<file path="src/rtl/eg_timer_pkg.sv">
package eg_timer_pkg;

    typedef enum logic {
        PH_EVEN = 1'b0,
        PH_ODD  = 1'b1
    } phase_e;

endpackage

</file>
<file path="src/rtl/eg_tz_encoder.sv">
module eg_tz_encoder #(
    parameter int CNT_W    = 36,
    parameter int TZ_LIMIT = 12,
    parameter int ADD_W    = $clog2(TZ_LIMIT + 2)
) (
    input  logic [CNT_W-1:0] cnt_i,
    output logic [ADD_W-1:0] add_o
);
    localparam int TZ_W = $clog2(CNT_W + 1);

    logic [TZ_W-1:0] tz;
    logic            found;

    // lowest set bit wins
    always_comb begin
        tz    = '0;
        found = 1'b0;
        for (int i = 0; i < CNT_W; i++) begin
            if (!found && cnt_i[i]) begin
                tz    = TZ_W'(i);
                found = 1'b1;
            end
        end
    end

    always_comb begin
        if (!found)
            add_o = '0;
        else if (int'(tz) > TZ_LIMIT)
            add_o = '0;
        else
            add_o = ADD_W'(tz) + ADD_W'(1);
    end
endmodule

</file>
<file path="src/rtl/eg_step_counter.sv">
module eg_step_counter #(
    parameter int CNT_W = 36
) (
    input  logic             clk,
    input  logic             rst_n,
    input  logic             sample_en,
    input  logic             odd_i,
    output logic [CNT_W-1:0] cnt_o,
    output logic             rem_o
);
    logic [CNT_W-1:0] cnt_q;
    logic             rem_q;
    logic             adv;

    assign adv = sample_en && (odd_i || rem_q);

    always_ff @(posedge clk or negedge rst_n) begin
        if (!rst_n) begin
            cnt_q <= '0;
            rem_q <= 1'b0;
        end else if (adv) begin
            if (&cnt_q) begin
                cnt_q <= '0;
                rem_q <= 1'b1;
            end else begin
                cnt_q <= cnt_q + CNT_W'(1);
                rem_q <= 1'b0;
            end
        end
    end

    assign cnt_o = cnt_q;
    assign rem_o = rem_q;
endmodule

</file>
<file path="src/rtl/eg_sample_counter.sv">
module eg_sample_counter #(
    parameter int SAMP_W = 16
) (
    input  logic              clk,
    input  logic              rst_n,
    input  logic              sample_en,
    output logic [SAMP_W-1:0] cnt_o
);
    logic [SAMP_W-1:0] cnt_q;

    always_ff @(posedge clk or negedge rst_n) begin
        if (!rst_n)
            cnt_q <= '0;
        else if (sample_en)
            cnt_q <= cnt_q + SAMP_W'(1);
    end

    assign cnt_o = cnt_q;
endmodule

</file>
<file path="src/rtl/eg_rate_timer.sv">
module eg_rate_timer #(
    parameter int CNT_W    = 36,
    parameter int SAMP_W   = 16,
    parameter int TZ_LIMIT = 12,
    parameter int ADD_W    = $clog2(TZ_LIMIT + 2)
) (
    input  logic              clk,
    input  logic              rst_n,
    input  logic              sample_en,
    output logic [ADD_W-1:0]  eg_add_o,
    output logic              eg_parity_o,
    output logic [SAMP_W-1:0] sample_cnt_o
);
    import eg_timer_pkg::*;

    phase_e           state_q, state_d;
    logic [CNT_W-1:0] cnt_val;
    logic             rem_val;
    logic [ADD_W-1:0] add_comb;
    logic [ADD_W-1:0] add_q;

    // phase state register
    always_ff @(posedge clk or negedge rst_n) begin
        if (!rst_n)
            state_q <= PH_EVEN;
        else
            state_q <= state_d;
    end

    // transitions EVEN_TO_ODD / ODD_TO_EVEN
    always_comb begin
        state_d = state_q;
        unique case (state_q)
            PH_EVEN: if (sample_en) state_d = PH_ODD;
            PH_ODD:  if (sample_en) state_d = PH_EVEN;
        endcase
    end

    // outputs of the phase machine
    always_comb begin
        unique case (state_q)
            PH_EVEN: eg_parity_o = 1'b0;
            PH_ODD:  eg_parity_o = 1'b1;
        endcase
    end

    eg_step_counter #(.CNT_W(CNT_W)) u_step (
        .clk       (clk),
        .rst_n     (rst_n),
        .sample_en (sample_en),
        .odd_i     (state_q == PH_ODD),
        .cnt_o     (cnt_val),
        .rem_o     (rem_val)
    );

    eg_tz_encoder #(.CNT_W(CNT_W), .TZ_LIMIT(TZ_LIMIT), .ADD_W(ADD_W)) u_tz (
        .cnt_i (cnt_val),
        .add_o (add_comb)
    );

    // code sampled from the pre-advance counter
    always_ff @(posedge clk or negedge rst_n) begin
        if (!rst_n)
            add_q <= '0;
        else if (sample_en)
            add_q <= add_comb;
    end

    assign eg_add_o = add_q;

    eg_sample_counter #(.SAMP_W(SAMP_W)) u_samp (
        .clk       (clk),
        .rst_n     (rst_n),
        .sample_en (sample_en),
        .cnt_o     (sample_cnt_o)
    );
endmodule

</file>
<file path="config.mk">
export PLATFORM = sky130hd
export DESIGN_NAME = eg_rate_timer
export DESIGN_NICKNAME = d
export VERILOG_FILES = /design/src/rtl/eg_timer_pkg.sv /design/src/rtl/eg_tz_encoder.sv /design/src/rtl/eg_step_counter.sv /design/src/rtl/eg_sample_counter.sv /design/src/rtl/eg_rate_timer.sv
export SDC_FILE = /design/constraint.sdc
export NUM_CORES = 1
export LEC_CHECK = 0
export ABC_AREA = 1
export BUFFER_PORTS_ARGS = -buffer_cell sky130_fd_sc_hd__buf_2
export CORE_MARGIN = 1
export CORE_UTILIZATION = 40
export DETAILED_ROUTE_END_ITERATION = 6
export GPL_TIMING_DRIVEN = 0
export PLACE_DENSITY = 0.63
export SETUP_SLACK_MARGIN = 0.3
export SLEW_MARGIN = 10
export SYNTH_ARGS = -nofsm -noshare
export SYNTH_HDL_FRONTEND = slang
export SYNTH_SLANG_ARGS = --single-unit
</file>
<file path="constraint.sdc">
create_clock -name clk -period 4.79 [get_ports clk]
set_input_delay 0.479 -clock clk [delete_from_list [all_inputs] [get_ports clk]]
set_output_delay 0.479 -clock clk [all_outputs]
set_load 0.02 [all_outputs]
</file>
==> reports/qor.yml <==
status:
  status: "finished with violations"
  violations: "DRC"
cts:
  cts.path.max_buffers: 2
  cts_root_buffer: "clkbuf_8"
  htree_levels: 3
  insertion_delay_ns: 0.35
  numCtsBuffers: 9
  post-cts-setup-buffer-count: 0
  cts.sinks: 58
  path_clk_slew_ns: 0.07
  cts_tree: "yes"
placed_design:
  port_buffers: 22
  dp_hpwl_mm: 5.654
  placed_cell_area_mm2: 0.003905
  gp_congestion: 0.8717
timing:
  worst_slew_pin_slew_ns: 0.7260
  finalHoldViolCount: 0
  fin_setup_tns_ns: 0
  setup_viol: 0
  drv_slew: 0
  grt_setup_unrepaired: "false"
  fin_crit_ns: 3.964
  whs_ns: 0.1863
  post-route-period-util_pct: 82.76
  fmax_mhz: 252.3
  slew_headroom_pct: 51.60
  clock_skew_ns: 0.007157
floorplan:
  die_area_mm2: 0.009530
  core_mm2: 0.008806
  die_y_um: 97.62
  die_x_um: 97.62
  start_util_pct: 41.53
  ioPinCount: 24
  rows: 34
pwr:
  p_leak_uw: 0.002067
  vdd_drop_max_mv: 0.2220
  p_total_uw: 1729
  power_density_mw_per_mm2: 415.3
logic_synthesis:
  ys_ff_latch: 58
  yosys_warnings: 0
  syn_inst: 472
  synth_area_per_cell_um2: 7.748
  syn_nets: 481
  synth-seq-area-share_pct: 39.69
  synth_area_mm2: 0.003657
  synth_cell_type_count: 36
critical_path:
  slowest_delay_ns: 0.39
  regToRegStartpoint: "u_step.cnt_o[0]$_DFFE_PN0P_"
  worst-setup-path-type: "flop to flop"
  startpoint_type: "flop"
  path_max_fanout: 5
  crit_slowest_cell: "dfrtp_1"
  crit_arrival_ns: 4.24
  critPathLaunch: "u_step.cnt_o[0]$_DFFE_PN0P_"
  worst_setup_path_end_kind: "flop"
  required_ns: 5.06
  worst_path_most_repeated_cell: "nor2_4"
routing:
  routedWlPerCell_um: 12.11
  drtPass1Iterations: 6
  drtIter0Drc: 134
  drc_errors: 4
  totalWireLength_mm: 7.486
  routed_via_density: 4.974
  vias: 3074
  drtAntennaViolNets: 0
final_layout:
  final_area_mm2: 0.004163
  diodes: 0
  synthToLayoutAreaGrowth_pct: 13.82
  fin_util_pct: 47.27
  drive_gt1_share_pct: 14.90
  layout.nets: 514
grt:
  gr-total-overflow: 0
  grt_pass1_vias: 3038
  grt_antenna_before_repair: 0
  grt_max_degree: 59
  grt_pass1_wl_mm: 13.54
  track_usage_pct: 17.73
hold_path:
  min_path_type: "primary input to async pin"
run:
  drv_cap: 0
-- worst paths after layout --
check | to | slack, ns | depth (start not counted)
setup reg to reg | eg_add_o[0]$_DFFE_PN0P_ | 0.83 | 31
hold / removal | u_step.cnt_o[9]$_DFFE_PN0P_ | 0.19 | 1
min in group clk | u_samp.cnt_o[1]$_DFFE_PN0P_ | 0.45 | 3
hold reg to reg | u_samp.cnt_o[15]$_DFFE_PN0P_ | 0.46 | 1
max in group asynchronous | u_samp.cnt_o[8]$_DFFE_PN0P_ | 4.12 | 1
setup / recovery | eg_add_o[0]$_DFFE_PN0P_ | 0.83 | 31
-- per-stage QoR --
stage	instances	setup slack [ns]
floorplan	472	1.253
global placement	602	0.8959
detailed placement	602	0.7840
CTS	618	0.7574
global route	618	0.3024
finish	618	0.8259
-- registers in the layout, indices dropped and copies added (netlist names) --
register	count
eg_add_o	4
state_q	1
u_samp.cnt_o	16
u_step.cnt_o	36
u_step.rem_o	1
-- kinds of logic after synthesis --
group | synth area share [%]
flops | 39.69
simple gates | 37.15
compound gates | 3.421
xor+xnor | 9.819
fa+ha+maj | 2.053
buf+inv | 7.868
-- critical path, delay by kind of cell, from the launching register on --
kind | cells | cell delay, ns
and+or+nand+nor | 23 | 2.56
buffers and inverters | 4 | 0.35
DFF | 1 | 0.39
AOI/OAI and AO/OA | 2 | 0.19
adders and majority gates | 2 | 0.39
-- synthesized netlist by cell type, drive strengths merged --
master,instances,area [um2]
nand2,113,439.2
inv,68,255.2
dfrtp,58,1451
nor2,58,277.8
xor2,34,297.8
nand3,32,170.2
nor3,28,145.1
nand4,27,239.0
o21ai,11,58.81
nor4,7,43.79
xnor2,7,61.31
ha,6,75.07
a21oi,5,25.02
buf,4,21.27
nor3b,3,22.52
clkinv,2,7.510
nand3b,2,15.01
a221oi,1,8.760
and3,1,6.260
clkbuf,1,3.750
o2111ai,1,8.760
o211ai,1,7.510
o21a,1,7.510
o41ai,1,8.760
-- what timing repair did --
item,CTS,global route
hold buffers,0,0
setup endpoints to repair,0,2
gates resized for setup,0,2
-- routing by layer --
layer | track usage [%] | up-vias | wire length (um)
met1 | 23.17 | 1429 | 3736
met2 | 28.81 | 43 | 3410
li1 | - | 1591 | -
met5 | 0 | - | 0
met4 | 5.012 | 0 | 110
met3 | 4.748 | 11 | 229
-- area by class of cell --
type                    count  area, um2
fillers                   854       4643
multi-input cells         339       1927
flip-flops and latches     58       1451
inverters                  70      262.8
well taps                 108      135.1
clock inverters             7      125.1
clock buffers               9      123.9
repair buffers             22      112.6
plain buffers               5      25.02
-- cells in the final DEF, fill, tap and decap left out, types with 3 or more instances in the layout --
cell / instances
nand2_1: 107
inv_1: 64
dfrtp_1: 58
nor2_1: 46
xor2_1: 34
nand3_1: 30
nor3_1: 27
buf_2: 23
nand4_1: 20
clkbuf_8: 9
o21ai_0: 8
xnor2_1: 7
nand2_2: 6
nor2_2: 6
nor2_4: 6
nor4_1: 6
a21oi_1: 5
ha_1: 5
inv_2: 4
nand4_2: 4
nand4_4: 3
nor3b_1: 3
bufinv_16: 3
-- where the power goes --
part | switching (uW) | internal [uW] | total, uW
Sequential | 85.6 | 567 | 653
Clock | 221 | 351 | 572
Combinational | 320 | 184 | 504
Total | 627 | 1100 | 1730
(Power assumes the default switching activity.)
